<file path="src/rtl/agu_pkg.sv">
package agu_pkg;
  localparam int REG_SEL_W = 3;
  localparam int NUM_GPR   = 8;
  localparam int SEG_W     = 3;

  localparam logic [REG_SEL_W-1:0] CODE_ESP = 3'b100;
  localparam logic [REG_SEL_W-1:0] CODE_EBP = 3'b101;
  localparam logic [REG_SEL_W-1:0] CODE_SIB = 3'b100;
  localparam logic [REG_SEL_W-1:0] CODE_NOIDX = 3'b100;
  localparam logic [REG_SEL_W-1:0] CODE_DIRECT = 3'b101;

  localparam logic [SEG_W-1:0] SEG_SS = 3'd2;
  localparam logic [SEG_W-1:0] SEG_DS = 3'd3;

  typedef enum logic [1:0] {
    DSP_NONE = 2'd0,
    DSP_BYTE = 2'd1,
    DSP_WORD = 2'd2
  } disp_kind_e;

  typedef struct packed {
    logic                 no_mem;
    logic                 base_en;
    logic [REG_SEL_W-1:0] base_sel;
    logic                 idx_en;
    logic [REG_SEL_W-1:0] idx_sel;
    logic [1:0]           scale;
    disp_kind_e           disp;
    logic [SEG_W-1:0]     dflt_seg;
  } agu_decode_t;
endpackage

</file>
<file path="src/rtl/agu_decode.sv">
module agu_decode
  import agu_pkg::*;
(
  input  logic [1:0]           mod_code,
  input  logic [REG_SEL_W-1:0] rm_code,
  input  logic [1:0]           sib_scale,
  input  logic [REG_SEL_W-1:0] sib_index,
  input  logic [REG_SEL_W-1:0] sib_base,
  output agu_decode_t          dec
);
  always_comb begin
    dec          = '0;
    dec.disp     = DSP_NONE;
    dec.dflt_seg = SEG_DS;
    if (mod_code == 2'b11) begin
      dec.no_mem = 1'b1;
    end else begin
      case (mod_code)
        2'b01:   dec.disp = DSP_BYTE;
        2'b10:   dec.disp = DSP_WORD;
        default: dec.disp = DSP_NONE;
      endcase
      if (rm_code == CODE_SIB) begin
        dec.idx_en  = (sib_index != CODE_NOIDX);
        dec.idx_sel = sib_index;
        dec.scale   = sib_scale;
        if (mod_code == 2'b00 && sib_base == CODE_EBP) begin
          dec.base_en = 1'b0;
          dec.disp    = DSP_WORD;
        end else begin
          dec.base_en  = 1'b1;
          dec.base_sel = sib_base;
        end
      end else if (mod_code == 2'b00 && rm_code == CODE_DIRECT) begin
        dec.base_en = 1'b0;
        dec.disp    = DSP_WORD;
      end else begin
        dec.base_en  = 1'b1;
        dec.base_sel = rm_code;
      end
      if (dec.base_en && (dec.base_sel == CODE_ESP || dec.base_sel == CODE_EBP))
        dec.dflt_seg = SEG_SS;
    end
  end
endmodule

</file>
<file path="src/rtl/agu_operand_sel.sv">
module agu_operand_sel
  import agu_pkg::*;
#(
  parameter int DATA_W       = 32,
  parameter int SHORT_DISP_W = 8,
  localparam int GPR_BUS_W   = NUM_GPR * DATA_W,
  localparam int EXT_W       = DATA_W - SHORT_DISP_W
) (
  input  agu_decode_t          dec,
  input  logic [GPR_BUS_W-1:0] gpr_bus,
  input  logic [DATA_W-1:0]    disp_in,
  output logic [DATA_W-1:0]    base_term,
  output logic [DATA_W-1:0]    idx_term,
  output logic [DATA_W-1:0]    disp_term
);
  logic [DATA_W-1:0] regs [NUM_GPR];

  for (genvar g = 0; g < NUM_GPR; g++) begin : g_unpack
    assign regs[g] = gpr_bus[g*DATA_W +: DATA_W];
  end

  always_comb begin
    base_term = dec.base_en ? regs[dec.base_sel] : '0;
    idx_term  = dec.idx_en ? (regs[dec.idx_sel] << dec.scale) : '0;
    case (dec.disp)
      DSP_BYTE: disp_term = {{EXT_W{disp_in[SHORT_DISP_W-1]}}, disp_in[SHORT_DISP_W-1:0]};
      DSP_WORD: disp_term = disp_in;
      default:  disp_term = '0;
    endcase
  end
endmodule

</file>
<file path="src/rtl/agu_adder.sv">
module agu_adder #(
  parameter int DATA_W = 32
) (
  input  logic [DATA_W-1:0] term_a,
  input  logic [DATA_W-1:0] term_b,
  input  logic [DATA_W-1:0] term_c,
  output logic [DATA_W-1:0] sum
);
  always_comb sum = term_a + term_b + term_c;
endmodule

</file>
<file path="src/rtl/agu_rst_sync.sv">
module agu_rst_sync #(
  parameter int STAGES = 2
) (
  input  logic clk,
  input  logic rst_n,
  output logic rst_core_n
);
  logic [STAGES-1:0] chain_q;

  always_ff @(posedge clk or negedge rst_n) begin
    if (!rst_n) chain_q <= '0;
    else        chain_q <= {chain_q[STAGES-2:0], 1'b1};
  end

  assign rst_core_n = chain_q[STAGES-1];
endmodule

</file>
<file path="src/rtl/mem_offset_agu.sv">
module mem_offset_agu
  import agu_pkg::*;
#(
  parameter int DATA_W       = 32,
  parameter int SHORT_DISP_W = 8,
  localparam int GPR_BUS_W   = NUM_GPR * DATA_W
) (
  input  logic                 clk,
  input  logic                 rst_n,
  input  logic                 in_valid,
  input  logic [1:0]           mod_code,
  input  logic [2:0]           rm_code,
  input  logic [1:0]           sib_scale,
  input  logic [2:0]           sib_index,
  input  logic [2:0]           sib_base,
  input  logic [DATA_W-1:0]    disp_in,
  input  logic                 seg_ovr_en,
  input  logic [2:0]           seg_ovr_code,
  input  logic [GPR_BUS_W-1:0] gpr_bus,
  output logic                 out_valid,
  output logic [DATA_W-1:0]    out_offset,
  output logic [2:0]           out_seg,
  output logic                 out_no_mem
);
  logic              rst_core_n;
  agu_decode_t       dec;
  logic [DATA_W-1:0] base_term, idx_term, disp_term, sum;

  logic              valid_d, valid_q;
  logic              nomem_d, nomem_q;
  logic [DATA_W-1:0] offset_d, offset_q;
  logic [SEG_W-1:0]  seg_d, seg_q;
  logic              data_en;

  agu_rst_sync #(.STAGES(2)) u_rst_sync (
    .clk        (clk),
    .rst_n      (rst_n),
    .rst_core_n (rst_core_n)
  );

  agu_decode u_decode (
    .mod_code  (mod_code),
    .rm_code   (rm_code),
    .sib_scale (sib_scale),
    .sib_index (sib_index),
    .sib_base  (sib_base),
    .dec       (dec)
  );

  agu_operand_sel #(.DATA_W(DATA_W), .SHORT_DISP_W(SHORT_DISP_W)) u_opsel (
    .dec       (dec),
    .gpr_bus   (gpr_bus),
    .disp_in   (disp_in),
    .base_term (base_term),
    .idx_term  (idx_term),
    .disp_term (disp_term)
  );

  agu_adder #(.DATA_W(DATA_W)) u_adder (
    .term_a (base_term),
    .term_b (idx_term),
    .term_c (disp_term),
    .sum    (sum)
  );

  // next-state
  always_comb begin
    valid_d = in_valid;
    data_en = in_valid;
    nomem_d = dec.no_mem;
    if (dec.no_mem) begin
      offset_d = '0;
      seg_d    = SEG_DS;
    end else begin
      offset_d = sum;
      seg_d    = seg_ovr_en ? seg_ovr_code : dec.dflt_seg;
    end
  end

  // control register
  always_ff @(posedge clk or negedge rst_core_n) begin
    if (!rst_core_n) begin
      valid_q <= 1'b0;
      nomem_q <= 1'b0;
    end else begin
      valid_q <= valid_d;
      if (data_en) nomem_q <= nomem_d;
    end
  end

  // data registers, no reset needed
  always_ff @(posedge clk) begin
    if (data_en) begin
      offset_q <= offset_d;
      seg_q    <= seg_d;
    end
  end

  assign out_valid  = valid_q;
  assign out_offset = offset_q;
  assign out_seg    = seg_q;
  assign out_no_mem = nomem_q;
endmodule

</file>
<file path="config.mk">
export PLATFORM = sky130hd
export DESIGN_NAME = mem_offset_agu
export DESIGN_NICKNAME = d
export VERILOG_FILES = /design/src/rtl/agu_pkg.sv /design/src/rtl/agu_decode.sv /design/src/rtl/agu_operand_sel.sv /design/src/rtl/agu_adder.sv /design/src/rtl/agu_rst_sync.sv /design/src/rtl/mem_offset_agu.sv
export SDC_FILE = /design/constraint.sdc
export NUM_CORES = 1
export LEC_CHECK = 0
export ABC_CLOCK_PERIOD_IN_PS = 800
export BUFFER_PORTS_ARGS = -buffer_cell sky130_fd_sc_hd__buf_2
export CAP_MARGIN = 20
export CELL_PAD_IN_SITES_DETAIL_PLACEMENT = 1
export CELL_PAD_IN_SITES_GLOBAL_PLACEMENT = 1
export CORE_MARGIN = 3
export CORE_UTILIZATION = 39
export DETAILED_ROUTE_END_ITERATION = 7
export PLACE_DENSITY = 0.95
export SLEW_MARGIN = 15
export SYNTH_ARGS = -nofsm -noshare
export SYNTH_HDL_FRONTEND = slang
export SYNTH_HIERARCHICAL = 1
export SYNTH_SLANG_ARGS = --single-unit
</file>
<file path="constraint.sdc">
create_clock -name clk -period 0.8 [get_ports clk]
set_input_delay 0.12 -clock clk [delete_from_list [all_inputs] [get_ports clk]]
set_output_delay 0.12 -clock clk [all_outputs]
set_load 0.005 [all_outputs]
</file>
==> results.cfg, run 1 <==
[die]
die_w_um = 161.0
die_h_um = 161.0
rows = 56
start_util_pct = 39.80
ioPinCount = 345

[synthesis]
synth_cells = 939
syn_nets = 1311
synth_area_leaders = mux4_2, edfxtp_1, mux2i_1
ys_seq_area_share_pct = 12.28
synthMuxAreaShare_pct = 34.40
synth-async-reset-ratio_pct = 10.26
yosysUniqueCellTypes = 77
synth_top_area_cell = mux4_2
synth_top_family_by_area = multiplexers
synthAdderAreaFrac_pct = 11.11
synth_compound_area_share_pct = 19.71
yosysWarnings = 6
synth_commonest_cells = mux2i_1, mux4_2, nor2b_1
post_synth.cell_area_avg_sq_um = 9.979
synth.most_common_cell = mux2i_1
synth_xor_area_share_pct = 2.898
synth_top_area_share_pct = 17.79
ys.flop_type = edfxtp_1
ys_seq_elements = 39
synth_edf_count = 35
synthSimpleGateAreaFrac_pct = 13.42
netlist_area_sq_mm = 0.009370

[global_routing]
grt_usage_pct = 73.69
grt_max_degree = 30
grt-ovfl-total = 3
antenna_found_initial = 20

[cts]
cts_buffer_depth = 2
cts_buffers = 5
cts-htree-levels = 2
clock-root-buffer = clkbuf_16
cts.sinks = 39

[placed_design]
place_area_sq_mm = 0.01332
portBuffers = 344
gp_congestion = 1.024
hpwl_mm = 40.21
dpl.cell_count = 1777
dpl_worst_slack_ps = -4505

[status]
stop_stage = 5_1_grt
status = did not finish
firstError = [ERROR GRT-0232] Routing congestion too high. Check the congestion heatmap in the GUI.

[sta]
worst_endpoint = out_offset[17]$_SDFFCE_PP0P_/D
worst_path_end_type = register data pin
[metrics by stage]
stage	hold WS [ps]	util, %	setup TNS (ps)
floorplan	-175.6	-	-109890
global placement	-92.12	56.56	-122940
detailed placement	-88.11	56.56	-131500
CTS	30.68	62.02	-117490
[timing repair]
| action | 4_1_cts |
|---|---|
| pin swaps | 44 |
| gates resized for setup | 112 |
| hold buffers | 1 |
| setup buffers | 53 |
| endpoints found under the hold margin | 2 |
| endpoints found under the setup margin | 73 |
| cloned | 5 |
[cell families after synthesis]
kind of cell	count (synthesis)
and+or+nand+nor	233
xor gates and xnor gates	31
buffers and inverters	102
other	3
adders and majority gates	64
muxes	223
AOI/OAI and AO/OA	244
DFF	39
[metal layers]
| metal | global-route usage [%] | overflow |
|---|---|---|
| met5 | 38.83 | 0 |
| met4 | 72.35 | 0 |
| met1 | 71.73 | 0 |
| met2 | 88.77 | 3 |
| met3 | 62.32 | 0 |
==> run 2: changes to the inputs <==
--- a/config.mk
+++ b/config.mk
@@ -8,12 +8,10 @@
 export ABC_CLOCK_PERIOD_IN_PS = 800
 export BUFFER_PORTS_ARGS = -buffer_cell sky130_fd_sc_hd__buf_2
 export CAP_MARGIN = 20
-export CELL_PAD_IN_SITES_DETAIL_PLACEMENT = 1
-export CELL_PAD_IN_SITES_GLOBAL_PLACEMENT = 1
 export CORE_MARGIN = 3
-export CORE_UTILIZATION = 39
+export CORE_UTILIZATION = 35
 export DETAILED_ROUTE_END_ITERATION = 7
-export PLACE_DENSITY = 0.95
+export PLACE_DENSITY_LB_ADDON = 0.15
 export SLEW_MARGIN = 15
 export SYNTH_ARGS = -nofsm -noshare
 export SYNTH_HDL_FRONTEND = slang
==> run 2 against run 1 <==
The flow now finishes, with violations (setup timing); synthesized cell count is the same; synthesized area did not move.
==> results.cfg, run 2 <==
[detailed_routing]
drtIter0Drc = 648
wl_per_cell_um = 20.84
drcViolationCount = 0
vias = 10290
antenna_violating_nets_post_route = 0
drtPass1Iterations = 5
vias_per_cell = 5.502
finalWirelength_mm = 38.97

[die]
ioPinCount = 345
die_w_um = 169.6
die_h_um = 169.6
coreArea_sq_mm = 0.02621
die-area_sq_mm = 0.02877
start_util_pct = 35.76
rows = 59

[layout]
synthToLayoutAreaGrowth_pct = 62.44
fill_cells = 2336
final_cell_mix = buf_2, buf_4, mux2i_1, mux4_2, nor2b_1
fin_nets = 1896
drive_above_1_share_pct = 63.54
layout_commonest_cell = buf_2
largest_register_ffs = 32

[synthesis]
synthAdderAreaFrac_pct = 11.11
synth.most_common_cell = mux2i_1
ys_seq_elements = 39
ys_seq_area_share_pct = 12.28
post_synth.cell_area_avg_sq_um = 9.979
synth_commonest_cells = mux2i_1, mux4_2, nor2b_1
syn_nets = 1311
synth_edf_count = 35
synth_xor_area_share_pct = 2.898
synth-async-reset-ratio_pct = 10.26
synth_top_area_cell = mux4_2
synthSimpleGateAreaFrac_pct = 13.42
yosysUniqueCellTypes = 77
synth_cells = 939
synth_top_area_share_pct = 17.79
synth_top_family_by_area = multiplexers
synth_area_leaders = mux4_2, edfxtp_1, mux2i_1
synthMuxAreaShare_pct = 34.40
netlist_area_sq_mm = 0.009370
synth_compound_area_share_pct = 19.71
yosysWarnings = 6
ys.flop_type = edfxtp_1

[cts]
cts_tree = built
cts-htree-levels = 2
cts_buffers = 5
clk_latency_ps = 280
clk_pin_slew_ps = 60
clock-root-buffer = clkbuf_16
cts.sinks = 39
cts_buffer_depth = 2

[power_and_ir_drop]
p_sw_share_pct = 37.36
power_frac_comb_pct = 68.3
switching_power_mw = 5.942
powerDensity_mw_per_mm2 = 1045
p_int_mw = 9.961
p_clk_share_pct = 14.3
seqPwrFrac_pct = 17.4
p_leak_nw = 6.555
ir_drop_v = 0.0006577

[worst_setup_path]
rr_worst_depth = 2
worstSetupEndpointType = register
critPathMaxStageDelay_ps = 570
crit_type = in2reg
timing.rr.end = out_no_mem
cp_common_cell = buf_6
cpMaxStageDelayCell = fa_1
cp.required_ps = 840
startpoint_type = primary input
startpoint = mod_code[0]
crit_fanout = 8
arrival_ps = 4590
crit_end = out_offset[11]
rr_startpoint = out_no_mem
r2r_slack_ps = -60
worstPathCellList = buf_6 > and2_4 > nor4b_4 > and2_4 > buf_6 > mux4_2 > mux2_4 > buf_6 > o22ai_2 > a21oi_2 > o211a_1 > fa_1 > ha_4 > a21oi_4 > o221ai_4 > a211oi_4 > buf_6 > buf_4 > buf_6 > buf_6 > buf_6 > xnor2_2 > nor2b_1

[global_routing]
grt_pass1_wl_mm = 57.71
antenna_found_initial = 10
grt_max_degree = 33
first_global_vias = 10210
grt-ovfl-total = 0
grt_usage_pct = 25.44

[sta]
slew_violations = 0
slew_headroom_pct = 65.03
worst_pin_slew_ps = 523.3
finalSetupViolCount = 73
max_freq_mhz = 219.9
rsz0062_at_grt = yes
tns_ps = -114810
hold_viol = 0
clock_skew_ps = 0.1979
layout_min_cycle_time_ps = 4547
fin_ws_ps = -3747
hold_slack_ps = 24.74
finalCritPeriodShare_pct = 568.3

[placed_design]
portBuffers = 344
hpwl_mm = 31.80
gp_congestion = 0.9641

[status]
status = finished, violations left
violations = setup timing

[worst_hold_path]
hold_path_class = reg2async

[job]
cap_viol_max_count = 0
## run 2: layout make-up
class / count / area (sq um) / share of cell area (%)
Tap cell: 335 / 419.2 / 2.754
Clock inverter: 3 / 43.79 / 0.2877
Multi-Input combinational cell: 798 / 8566 / 56.28
Inverter: 22 / 82.58 / 0.5425
Antenna cell: 10 / 25.02 / 0.1644
Sequential cell: 39 / 1151 / 7.563
Clock buffer: 5 / 125.1 / 0.8220
Timing Repair Buffer: 658 / 4808 / 31.59
## run 2: repair_timing
item / in CTS / in global routing
buffers inserted: 39 / 20
resized for setup: 105 / 96
pin swaps: 59 / 47
cloned: 6 / 3
hold buffers: 1 / 0
endpoints found under the setup margin: 73 / 73
hold endpoints to repair: 2 / 0
## run 2: through the flow
step	cell area [sq um]	utilization (%)	worst slack, ps	std cells	power (mW)
after CTS	14530	55.45	-3743	1840	15.35
final	15220	58.08	-3747	1870	15.90
after floorplan	9488	-	-3963	939	7.947
after global routing	15220	58.08	-3870	1870	16.97
after detailed placement	13380	51.05	-4319	1787	12.27
after global placement	13380	51.05	-4180	1787	12.23
## run 2: worst min-delay path by stage
stage                     slack [ps]  cells past startpoint               endpoint                   from
after floorplan                 -180                      0  u_rst_sync/chain_q[0]                  rst_n
after global placement           -90                      1  u_rst_sync/chain_q[1]                  rst_n
after detailed placement         -90                      1  u_rst_sync/chain_q[1]                  rst_n
after CTS                         30                      0             out_no_mem  u_rst_sync/chain_q[1]
after global routing              40                      0             out_no_mem  u_rst_sync/chain_q[1]
final                             20                      0             out_no_mem  u_rst_sync/chain_q[1]
## run 2: worst max-delay path: cells and delay by family
| kind | cells | cell delay (ps) |
|---|---|---|
| and+or+nand+nor | 4 | 910 |
| AOI/OAI and AO/OA | 6 | 1020 |
| buffers and inverters | 8 | 870 |
| xor gates and xnor gates | 1 | 60 |
| adders and majority gates | 2 | 800 |
| muxes | 2 | 790 |
## run 2: routing by layer
metal	GRT usage (%)	share of wire (%)	vias to the layer above
met5	0	0.033	-
met4	5.654	1.7	2
met3	2.725	6.3	51
met2	43.20	49	457
met1	35.11	43	4945
li1	-	-	4834
## run 2: kinds of logic after synthesis
family                     Yosys count
AOI/OAI and AO/OA                  244
muxes                              223
xor gates and xnor gates            31
other                                3
buffers and inverters              102
and+or+nand+nor                    233
DFF                                 39
adders and majority gates           64
## run 2: power by group through the flow
stage / logic (mW) / clock network (mW) / registers, mW
after global routing: 11.7 / 2.43 / 2.80
after CTS: 10.2 / 2.35 / 2.78
final: 10.9 / 2.28 / 2.77
after floorplan: 5.08 / 0 / 2.87
after detailed placement: 9.45 / 0 / 2.82
after global placement: 9.41 / 0 / 2.82
No activity file was read; power rests on OpenSTA's default activity.
